**config.mk**
```make
export PLATFORM = sky130hd
export DESIGN_NAME = stpoll_matcher
export DESIGN_NICKNAME = d
export VERILOG_FILES = /design/src/rtl/stpoll_pkg.sv /design/src/rtl/stpoll_compare.sv /design/src/rtl/stpoll_cfg.sv /design/src/rtl/stpoll_ctrl.sv /design/src/rtl/stpoll_matcher.sv
export SDC_FILE = /design/constraint.sdc
export NUM_CORES = 1
export LEC_CHECK = 0
export BUFFER_PORTS_ARGS = -buffer_cell sky130_fd_sc_hd__clkbuf_2
export CORE_AREA = 2 2 39 41
export DETAILED_ROUTE_END_ITERATION = 16
export DIE_AREA = 0 0 41 43
export PLACE_DENSITY_LB_ADDON = 0.08
export SYNTH_ARGS = -nofsm -noshare
export SYNTH_HDL_FRONTEND = slang
export SYNTH_SLANG_ARGS = --single-unit
```
**constraint.sdc**
```tcl
create_clock -name clk -period 1.8 [get_ports clk]
set_input_delay 0.36 -clock clk [delete_from_list [all_inputs] [get_ports clk]]
set_output_delay 0.36 -clock clk [all_outputs]
set_load 0.02 [all_outputs]
```
**src/rtl/stpoll_pkg.sv**
```systemverilog
package stpoll_pkg;

  typedef enum logic {
    RULE_ALL = 1'b0,
    RULE_ANY = 1'b1
  } match_rule_e;

  typedef struct packed {
    match_rule_e rule;
    logic        auto_stop;
  } poll_cfg_t;

endpackage

```
**src/rtl/stpoll_compare.sv**
```systemverilog
module stpoll_compare
  import stpoll_pkg::*;
#(
  parameter int W = 8
) (
  input  logic [W-1:0] word,
  input  logic [W-1:0] mask,
  input  logic [W-1:0] ref_val,
  input  match_rule_e  rule,
  output logic         hit
);

  logic [W-1:0] agree;
  logic [W-1:0] bad;

  // One comparator cell per bit position
  for (genvar b = 0; b < W; b++) begin : g_bit
    assign agree[b] = mask[b] & ~(word[b] ^ ref_val[b]);
    assign bad[b]   = mask[b] &  (word[b] ^ ref_val[b]);
  end

  always_comb begin
    if (rule == RULE_ALL) hit = ~|bad;
    else                  hit = |agree;
  end

  // an empty mask makes the result depend on the rule alone
  always_comb begin
    if (mask == '0) begin
      p_empty_mask_r3: assert (hit == (rule == RULE_ALL))
        else $error("empty-mask result wrong");
    end
  end

endmodule

```
**src/rtl/stpoll_cfg.sv**
```systemverilog
module stpoll_cfg
  import stpoll_pkg::*;
(
  input  logic      clk,
  input  logic      rst_n,
  input  logic      busy,
  input  logic      or_mode,
  input  logic      auto_stop,
  output poll_cfg_t cfg
);

  // Configuration follows its inputs while idle and holds during a session
  always_ff @(posedge clk or negedge rst_n) begin
    if (!rst_n) begin
      cfg <= '{rule: RULE_ALL, auto_stop: 1'b0};
    end else if (!busy) begin
      cfg.rule      <= or_mode ? RULE_ANY : RULE_ALL;
      cfg.auto_stop <= auto_stop;
    end
  end

  p_cfg_frozen_r7: assert property (@(posedge clk) disable iff (!rst_n)
    busy |=> $stable(cfg))
    else $error("configuration changed during a session");

endmodule

```
**src/rtl/stpoll_ctrl.sv**
```systemverilog
module stpoll_ctrl
  import stpoll_pkg::*;
(
  input  logic      clk,
  input  logic      rst_n,
  input  logic      en,
  input  logic      start,
  input  logic      abort_req,
  input  poll_cfg_t cfg,
  input  logic      stat_valid,
  input  logic      hit,
  output logic      stat_ready,
  output logic      busy,
  output logic      match_flag,
  output logic      poll_next,
  output logic      done
);

  logic start_fire;
  logic take;
  logic stop_req;

  assign start_fire = start && en && !busy;
  assign stop_req   = !en || abort_req;
  assign stat_ready = busy && !stop_req;
  assign take       = stat_valid && stat_ready;

  always_ff @(posedge clk or negedge rst_n) begin
    if (!rst_n) begin
      busy       <= 1'b0;
      match_flag <= 1'b0;
      poll_next  <= 1'b0;
      done       <= 1'b0;
    end else begin
      poll_next <= 1'b0;
      done      <= 1'b0;
      if (start_fire) begin
        busy       <= 1'b1;
        match_flag <= 1'b0;
      end else if (busy) begin
        if (stop_req) begin
          busy <= 1'b0;
          done <= 1'b1;
        end else if (take) begin
          if (hit) match_flag <= 1'b1;
          if (hit && cfg.auto_stop) begin
            busy <= 1'b0;
            done <= 1'b1;
          end else begin
            poll_next <= 1'b1;
          end
        end
      end
    end
  end

  p_autostop_r4: assert property (@(posedge clk) disable iff (!rst_n)
    (take && hit && cfg.auto_stop) |=> (!busy && done && !poll_next))
    else $error("auto-stop did not end the session");

  p_flag_sticky_r5: assert property (@(posedge clk) disable iff (!rst_n)
    (match_flag && !start_fire) |=> match_flag)
    else $error("match flag dropped");

  p_hit_sets_flag_r5: assert property (@(posedge clk) disable iff (!rst_n)
    (take && hit) |=> match_flag)
    else $error("hit not recorded");

  p_stop_ends_r6: assert property (@(posedge clk) disable iff (!rst_n)
    (busy && stop_req && !start_fire) |=> (!busy && done))
    else $error("abort or disable did not end the session");

  p_done_idle_r6: assert property (@(posedge clk) disable iff (!rst_n)
    done |-> !busy)
    else $error("done while busy");

  p_ready_only_busy_r8: assert property (@(posedge clk) disable iff (!rst_n)
    stat_ready |-> (busy && en))
    else $error("ready outside a session");

endmodule

```
**src/rtl/stpoll_matcher.sv**
```systemverilog
module stpoll_matcher
  import stpoll_pkg::*;
#(
  parameter int W = 8
) (
  input  logic         clk,
  input  logic         rst_n,
  input  logic         en,
  input  logic         start,
  input  logic         abort_req,
  input  logic         or_mode,
  input  logic         auto_stop,
  input  logic         irq_en,
  input  logic [W-1:0] mask,
  input  logic [W-1:0] match_val,
  input  logic         stat_valid,
  output logic         stat_ready,
  input  logic [W-1:0] stat_data,
  output logic         match_flag,
  output logic         poll_next,
  output logic         done,
  output logic         busy,
  output logic         irq
);

  poll_cfg_t cfg;
  logic      hit;

  stpoll_cfg u_cfg (
    .clk       (clk),
    .rst_n     (rst_n),
    .busy      (busy),
    .or_mode   (or_mode),
    .auto_stop (auto_stop),
    .cfg       (cfg)
  );

  stpoll_compare #(.W(W)) u_cmp (
    .word    (stat_data),
    .mask    (mask),
    .ref_val (match_val),
    .rule    (cfg.rule),
    .hit     (hit)
  );

  stpoll_ctrl u_ctrl (
    .clk        (clk),
    .rst_n      (rst_n),
    .en         (en),
    .start      (start),
    .abort_req  (abort_req),
    .cfg        (cfg),
    .stat_valid (stat_valid),
    .hit        (hit),
    .stat_ready (stat_ready),
    .busy       (busy),
    .match_flag (match_flag),
    .poll_next  (poll_next),
    .done       (done)
  );

  assign irq = irq_en & match_flag;

  p_irq_gate_r9: assert property (@(posedge clk) disable iff (!rst_n)
    $rose(irq) |-> irq_en)
    else $error("interrupt without enable");

endmodule

```
==> results.tsv, run 1 <==
metric	value	unit
rows	14	
mostFrequentLayoutCells	clkbuf_2 (38), inv_1 (9), xnor2_1 (8)	
antenna_found_initial	0	
htreeDepth	1	
dp_hpwl	958	um
grtUsageTotal	0.136	
drcViolationCount	0	
drv_slew	0	
clockRootBuffer	clkbuf_4	
final_nets	126	
cts_buffers	3	
grt_overflow	0	
critPathMaxStageDelay	0.43	ns
required	1.44	ns
placedCellCount	103	
finalCriticalPeriod	1.60	ns
maxCapViolCount	0	
avgSynthCellArea	8.71	um2
wl_per_cell	10.2	um
synthMuxAreaShare	0.0528	
whs	0.349	ns
post_cts.resized_instances	0	
cts.clk_slew.worst_paths	0.04	ns
skew	0.00124	ns
synth-seq-cells	6	
hp-class	input port to flip-flop	
netlist.area_leader.share	0.352	
grt_max_degree	7	
rsz0062_at_grt	no	
cp_max_fo	6	
layout-drive-gt1-share	0.473	
clock_latency	0.24	ns
die_w	41	um
fin_crit_sh	0.890	
worstSetupStartpointType	flip-flop	
vias	500	
hold_viol	0	
endpoint_kind	output port	
routed_wirelength	1.10	mm
power_density	620	mW/mm2
clk_path_buf_depth	2	
leakagePower	0.378	nW
die_area	0.00176	mm2
cpMaxStageDelayCell	dfrtp_1	
cp.arrival	1.24	ns
cp_cell_sequence	inv_1 > nor2_1 > clkbuf_2	
critical_path_class	flip-flop to output port	
cts_tree	done	
slew_headroom	0.813	
synth.distinct_cells	19	
synth_cells	49	
fin_cells	107	
drt-vias-per-instance	4.67	
syn_nets	82	
synth_area	427	um2
first_pass_iters	4	
ant_nets	0	
insertedDiodeCount	0	
die_y	43	um
start_util	0.308	
synth_compound_area_frac	0.205	
clock_sinks	6	
ir_worst_vdd	392	uV
pin_count	39	
total_power	415	uW
synth_fa_ha_area_frac	0	
first_global_vias	438	
synth.yosys.warnings	0	
grt_pass1_wl	1.64	mm
drt_iter0_drc	10	
synthSimpleGateAreaFrac	0.147	
place_congestion	0.647	
setup_tns	0	ns
mostFrequentLayoutCell	clkbuf_2	
setup_viol	0	
synthXorXnorAreaFrac	0.164	
status	complete, no violations	
synth_area_leaders	dfrtp_1 (35%), xnor2_1 (16%), inv_1 (7.9%)	
synthToLayoutAreaGrowth	56.9	%
worst_pin_slew	0.280	ns
seq_area_frac_synth	0.352	
port_buffers	38	
max_freq	0.624	GHz
core	0.00138	mm2
yosysTopAreaCell	dfrtp_1	
synth_top_family_by_area	compound AO/OA/AOI/OAI gates	
-- area by class of cell --
type | instances | area (um2)
Tap cell | 16 | 20.0
Clock buffer | 3 | 22.5
Sequential cell | 6 | 150
Timing Repair Buffer | 39 | 200
Fill cell | 149 | 714
Inverter | 9 | 33.8
Multi-Input combinational cell | 34 | 243
-- state kept, by name, indices dropped and copies added, names as in the netlist --
signal,count
u_ctrl.poll_next,1
u_ctrl.match_flag,1
u_ctrl.busy,1
u_cfg.cfg,2
u_ctrl.done,1
-- routing by layer --
metal  wire [um]  up-vias  GRT usage
met5           0        -          0
met4           8        0     0.0800
met3         109        2     0.0157
met2         535       22      0.222
met1         442      218      0.161
li1            -      258          -
-- cells in the mapped netlist (all sizes together) --
master / count
a21oi: 2
a222oi: 1
a22o: 1
a22oi: 2
a32o: 1
and2: 1
and3: 2
dfrtp: 6
inv: 9
mux2: 2
nand2: 3
nand2b: 1
nand3: 2
nor2: 1
nor2b: 1
nor4: 1
o22a: 1
o22ai: 4
xnor2: 8
-- path summary, 6_finish.rpt --
check / from / endpoint / slack, ns / depth (start not counted)
max in group asynchronous: rst_n / u_cfg.cfg[0]$_DFFE_PN0N_ / 1.17 / 2
min in group asynchronous: rst_n / u_ctrl.busy$_DFF_PN0_ / 0.48 / 2
worst min-delay path: auto_stop / u_cfg.cfg[0]$_DFFE_PN0N_ / 0.35 / 2
worst min register to register: u_cfg.cfg[0]$_DFFE_PN0N_ / u_ctrl.poll_next$_DFF_PN0_ / 0.47 / 1
worst max register to register: u_ctrl.busy$_DFF_PN0_ / u_ctrl.busy$_DFF_PN0_ / 0.73 / 4
worst max-delay path: u_ctrl.busy$_DFF_PN0_ / stat_ready / 0.20 / 3
-- timing repair --
action                     in CTS  in global routing
hold endpoints to repair        6                  0
buffers inserted                0                  0
setup endpoints to repair       0                  0
hold buffers                    1                  0
-- where the power goes --
group	internal (mW)	switching, mW
logic	0.0715	0.0637
registers	0.147	0.00932
clock network	0.0754	0.0479
-- kinds of logic (layout without fill, tap and decap cells) --
group	Yosys count	in the layout
flip-flops	6	6
AO/OA/AOI/OAI	12	12
AND/OR/NAND/NOR	12	12
buffers and inverters	9	51
XOR/XNOR	8	8
multiplexers	2	2
-- critical path, delay by kind of cell (launching register included) --
family | cells | cell delay, ns
DFF | 1 | 0.43
buffers and inverters | 2 | 0.32
and+or+nand+nor | 1 | 0.25
-- through the flow --
stage                     setup slack [ns]  cell area, um2  utilization
after floorplan                      0.305             427            -
after global placement               0.137             637        0.460
after detailed placement             0.130             637        0.460
after CTS                            0.196             669        0.484
after global routing                 0.120             669        0.484
final                                0.198             669        0.484
Power figures use the tool's default switching activity.
==> inputs of run 2 (changes only) <==
--- a/config.mk
+++ b/config.mk
@@ -6,10 +6,12 @@
 export NUM_CORES = 1
 export LEC_CHECK = 0
 export BUFFER_PORTS_ARGS = -buffer_cell sky130_fd_sc_hd__clkbuf_2
+export CAP_MARGIN = 20
 export CORE_AREA = 2 2 39 41
 export DETAILED_ROUTE_END_ITERATION = 16
 export DIE_AREA = 0 0 41 43
 export PLACE_DENSITY_LB_ADDON = 0.08
 export SYNTH_ARGS = -nofsm -noshare
 export SYNTH_HDL_FRONTEND = slang
+export SYNTH_HIERARCHICAL = 1
 export SYNTH_SLANG_ARGS = --single-unit
==> run 2 against run 1 <==
  * Setup slack improved by 0.14 ns
  * Cell area rose by 0.56%
  * Global-route usage fell by 1.5 points
  * Cell count fell by 2.8%
  * Highest routed layer is now met3
==> results.tsv, run 2 <==
metric	value	unit
rsz0062_at_grt	no	
clk_path_buf_depth	2	
yosysMostFrequentCell	inv_1	
rows	14	
mostFrequentLayoutCells	clkbuf_2 (38), inv_1 (10), xor2_1 (8)	
critical_path_class	flip-flop to output port	
final_core_util	0.486	
max_freq	0.684	GHz
setup_viol	0	
htreeDepth	1	
drv_slew	0	
skew	0.00138	ns
place_congestion	0.762	
mostFrequentLayoutCell	clkbuf_2	
cp_cell_sequence	and3b_2 > clkbuf_2	
die_y	43	um
critPathMaxStageDelay	0.44	ns
yosysTopAreaCell	dfrtp_1	
first_global_vias	402	
synth_area	430	um2
cts_buffers	3	
power_density	596	mW/mm2
routed_wirelength	1.03	mm
synth-seq-cells	6	
die_area	0.00176	mm2
synth_area_leaders	dfrtp_1 (35%), xor2_1 (16%), inv_1 (8.7%)	
ant_nets	0	
post_cts.resized_instances	0	
swShare	0.284	
netlist.area_leader.share	0.349	
p_sw	114	uW
drcViolationCount	0	
slew_headroom	0.827	
yosys-top-cells-count	inv_1 (10), xor2_1 (8), dfrtp_1 (6)	
synth.yosys.warnings	6	
required	1.44	ns
largest_register_ffs	2	
grt_max_degree	7	
ir_worst_vdd	470	uV
largest-register	u_cfg/cfg	
synth.distinct_cells	19	
maxCapViolCount	0	
vias	476	
layout-drive-gt1-share	0.534	
pin_count	39	
syn_nets	79	
total_power	401	uW
grtUsageTotal	0.121	
first_pass_iters	6	
seq_area_frac_synth	0.349	
reg2reg_slack	0.59	ns
internal_power	287	uW
cts.clk_slew.worst_paths	0.04	ns
wl_per_cell	9.92	um
synthToLayoutAreaGrowth	56.4	%
endpoint_kind	output port	
drt-vias-per-instance	4.58	
fin_crit_sh	0.813	
async_flop_share	1.00	
synth_flop_cell	dfrtp_1	
worst_pin_slew	0.260	ns
dp_hpwl	888	um
drt_iter0_drc	13	
clockRootBuffer	clkbuf_4	
final_nets	123	
core	0.00138	mm2
finalCriticalPeriod	1.46	ns
status	complete, no violations	
clock_sinks	6	
cpMaxStageDelayCell	dfrtp_1	
port_buffers	38	
antenna_found_initial	0	
leakagePower	0.403	nW
synth-edff-count	0	
clock_latency	0.24	ns
setup_tns	0	ns
hp-class	input port to flip-flop	
cp.arrival	1.10	ns
cp_max_fo	6	
die_w	41	um
avgSynthCellArea	9.36	um2
hold_viol	0	
synth_cells	46	
p_seq_frac	0.388	
cts_tree	done	
grt_pass1_wl	1.48	mm
p_clk_frac	0.297	
grt_overflow	0	
insertedDiodeCount	0	
power_frac_comb	0.315	
worstSetupStartpointType	flip-flop	
start_util	0.311	
-- run 2: cell count changes in the layout (fill, tap and decap cells not counted), sizes merged, moves of 2 or more --
cell,change
xor2,+8
a21oi,-2
xnor2,-8
nand2,-2
-- run 2: worst paths after layout --
path / startpoint / to / depth (start not counted)
max: u_ctrl/busy$_DFF_PN0_ / stat_ready / 2
min: en / u_ctrl/done$_DFF_PN0_ / 2
max reg2reg: u_cfg/cfg[1]$_DFFE_PN0N_ / u_ctrl/busy$_DFF_PN0_ / 4
min reg2reg: u_ctrl/match_flag$_DFFE_PN0P_ / u_ctrl/match_flag$_DFFE_PN0P_ / 1
max in group asynchronous: rst_n / u_cfg/cfg[1]$_DFFE_PN0N_ / 2
min in group asynchronous: rst_n / u_ctrl/poll_next$_DFF_PN0_ / 2
-- run 2: logic make-up after synthesis --
| kind of cell | count (synthesis) | synth area share |
|---|---|---|
| buf+inv | 10 | 0.0872 |
| mux | 2 | 0.0523 |
| xor+xnor | 8 | 0.163 |
| simple gates | 7 | 0.105 |
| compound gates | 13 | 0.244 |
| flops | 6 | 0.349 |
-- run 2: area by class of cell --
class	count	area, um2
Sequential cell	6	150
Tap cell	16	20.0
Timing Repair Buffer	39	200
Fill cell	140	711
Clock buffer	3	22.5
Inverter	10	37.5
Multi-Input combinational cell	30	243
-- run 2: metal layers --
metal | vias up | wire length, um | track usage
met5 | - | 0 | 0
met4 | 0 | 0 | 0
met3 | 0 | 84 | 0.0785
met2 | 23 | 489 | 0.178
met1 | 205 | 458 | 0.156
li1 | 248 | - | -
-- run 2: critical path: cells and delay by family (launching register included) --
family	cells	cell delay [ns]
simple gates	1	0.25
flops	1	0.44
buf+inv	1	0.17
-- run 2: stage by stage --
step | instance area [um2] | hold WS (ns) | worst slack [ns] | cells
floorplan | 430 | 0.0644 | 0.278 | 46
detailed placement | 641 | 0.197 | 0.0849 | 100
global placement | 641 | 0.196 | 0.107 | 100
CTS | 673 | 0.328 | 0.339 | 104
global route | 673 | 0.342 | 0.196 | 104
finish | 673 | 0.334 | 0.337 | 104
-- run 2: power by group through the flow --
stage,Combinational (mW),Clock (mW),Sequential (mW)
2_1_floorplan,0.0603,0,0.162
5_1_grt,0.142,0.131,0.156
3_3_place_gp,0.125,0,0.157
3_5_place_dp,0.125,0,0.157
6_report,0.126,0.119,0.156
4_1_cts,0.128,0.126,0.155
-- run 2: repair_timing --
action                                  in CTS  in global routing
hold buffers                                 1                  0
endpoints found under the setup margin       0                  0
buffers inserted                             0                  0
hold endpoints to repair                     6                  0
==> inputs of run 3 (changes only) <==
==> constraint.sdc (replaced) <==
create_clock -name clk -period 1.5 [get_ports clk]
set_input_delay 0.3 -clock clk [delete_from_list [all_inputs] [get_ports clk]]
set_output_delay 0.3 -clock clk [all_outputs]
set_load 0.02 [all_outputs]
==> run 3 against run 2 <==
  * Sequential power increased by 19%
  * Clock power increased by 23%
  * Sequential cell count unchanged
  * Core utilization increased by 0.81 points
  * Clock skew increased by 0.0017 ns
  * Critical path depth unchanged
  * Setup slack got worse by 0.23 ns
  * Via count increased by 2.3%
  * Combinational power increased by 25%
  * Sequential share of layout area decreased by 0.37 points
  * Global-route usage increased by 0.11 points
==> results.tsv, run 3 (same netlist as run 2, synthesis figures left out) <==
metric	value	unit
routed_wirelength	1.03	mm
place_congestion	0.766	
drt-vias-per-instance	4.64	
endpoint_kind	output port	
cts_buffers	3	
pin_count	39	
max_freq	0.716	GHz
ir_worst_vdd	387	uV
grtUsageMet3	0.0628	
drv_slew	0	
cts.clk_slew.worst_paths	0.04	ns
busiest_layer	met2	
clk_path_buf_depth	2	
hold_end	u_ctrl/done$_DFF_PN0_	
reg2reg_slack	0.34	ns
placedCellCount	101	
globalRouteMet2Util	0.191	
drt_iter0_drc	9	
hold_viol	0	
required	1.20	ns
grtUsageMet1	0.147	
start_util	0.311	
p_seq_frac	0.380	
critical_path_class	flip-flop to output port	
cts_setup_buffers	0	
core	0.00138	mm2
min_from	en	
grt_overflow	0	
hp-class	input port to flip-flop	
slew_headroom	0.822	
maxCapViolCount	0	
largest-register	u_cfg/cfg	
cts_tree	done	
fin_cells	105	
vias	487	
mostFrequentLayoutCell	clkbuf_2	
finalCriticalPeriod	1.40	ns
rsz0062_at_grt	no	
grt_max_degree	7	
first_pass_iters	4	
clockRootBuffer	clkbuf_4	
antenna_found_initial	0	
wl_per_cell	9.79	um
die_w	41	um
total_power	490	uW
grtUsageTotal	0.122	
ant_nets	0	
hold_depth	2	
p_sw	141	uW
mostFrequentLayoutCells	clkbuf_2 (38), inv_1 (10), xor2_1 (8)	
swShare	0.288	
timing.rr.end	u_ctrl/busy$_DFF_PN0_	
first_global_vias	404	
p_clk_frac	0.297	
layout-drive-gt1-share	0.551	
die_y	43	um
htreeDepth	1	
status	complete, no violations	
reg2reg_depth	4	
insertedDiodeCount	0	
worst_pin_slew	0.264	ns
port_buffers	38	
die_area	0.00176	mm2
rows	14	
cp_max_fo	6	
fin_crit_sh	0.931	
cp.arrival	1.10	ns
synthToLayoutAreaGrowth	59.0	%
power_density	716	mW/mm2
worstSetupStartpointType	flip-flop	
final_nets	124	
largest_register_ffs	2	
internal_power	349	uW
dp_hpwl	891	um
power_frac_comb	0.323	
clock_sinks	6	
grt_pass1_wl	1.48	mm
skew	0.00305	ns
clock_latency	0.24	ns
r2r-start	u_cfg/cfg[1]$_DFFE_PN0N_	
setup_viol	0	
drcViolationCount	0	
leakagePower	0.409	nW
fillers	130	
## run 3: metal layers
layer | up-vias | part of all wire
li1 | 249 | -
met1 | 217 | 0.41
met2 | 21 | 0.50
met3 | 0 | 0.098
met4 | 0 | 0
met5 | - | 0
## run 3: area by class of cell
class | instances | area [um2] | share of cell area
inverter | 10 | 37.5 | 0.0548
multi-input combinational | 30 | 246 | 0.360
sequential | 6 | 150 | 0.219
timing repair buffer | 40 | 208 | 0.303
clock buffer | 3 | 22.5 | 0.0329
tap | 16 | 20.0 | 0.0293
## run 3: what timing repair did
item,in CTS,in global routing
resized for setup,0,1
setup endpoints to repair,0,3
endpoints found under the hold margin,6,0
hold buffers,1,0
## run 3: through the flow
stage               setup slack [ns]   util  setup TNS, ns  area [um2]  hold WS [ns]
floorplan                     0.0378      -              0         430       0.00441
global placement              -0.132  0.468         -0.379         648         0.136
detailed placement            -0.188  0.468         -0.525         648         0.136
CTS                           0.0691  0.492              0         681         0.266
global route                  0.0175  0.495              0         684         0.273
finish                         0.104  0.495              0         684         0.275
## run 3: how the worst max path moves through the flow
| stage | from | end | slack [ns] | depth (start not counted) |
|---|---|---|---|---|
| after global placement | match_val[2] | u_ctrl/busy$_DFF_PN0_ | -0.13 | 7 |
| after global routing | match_val[2] | u_ctrl/busy$_DFF_PN0_ | 0.02 | 7 |
| final | u_ctrl/busy$_DFF_PN0_ | stat_ready | 0.10 | 2 |
| after CTS | match_val[2] | u_ctrl/busy$_DFF_PN0_ | 0.07 | 7 |
| after detailed placement | match_val[2] | u_ctrl/busy$_DFF_PN0_ | -0.19 | 7 |
| after floorplan | match_val[2] | u_ctrl/busy$_DFF_PN0_ | 0.04 | 6 |
## run 3: critical path, stage by stage (launching register included)
cell,delay [ns]
dfrtp_1,0.43
and3b_2,0.25
clkbuf_2,0.17
## run 3: power by group through the flow
stage,Combinational (mW),Clock (mW),Sequential [mW]
floorplan,0.0724,0,0.195
global placement,0.154,0,0.188
detailed placement,0.154,0,0.188
CTS,0.157,0.153,0.186
global route,0.176,0.164,0.187
finish,0.158,0.146,0.186
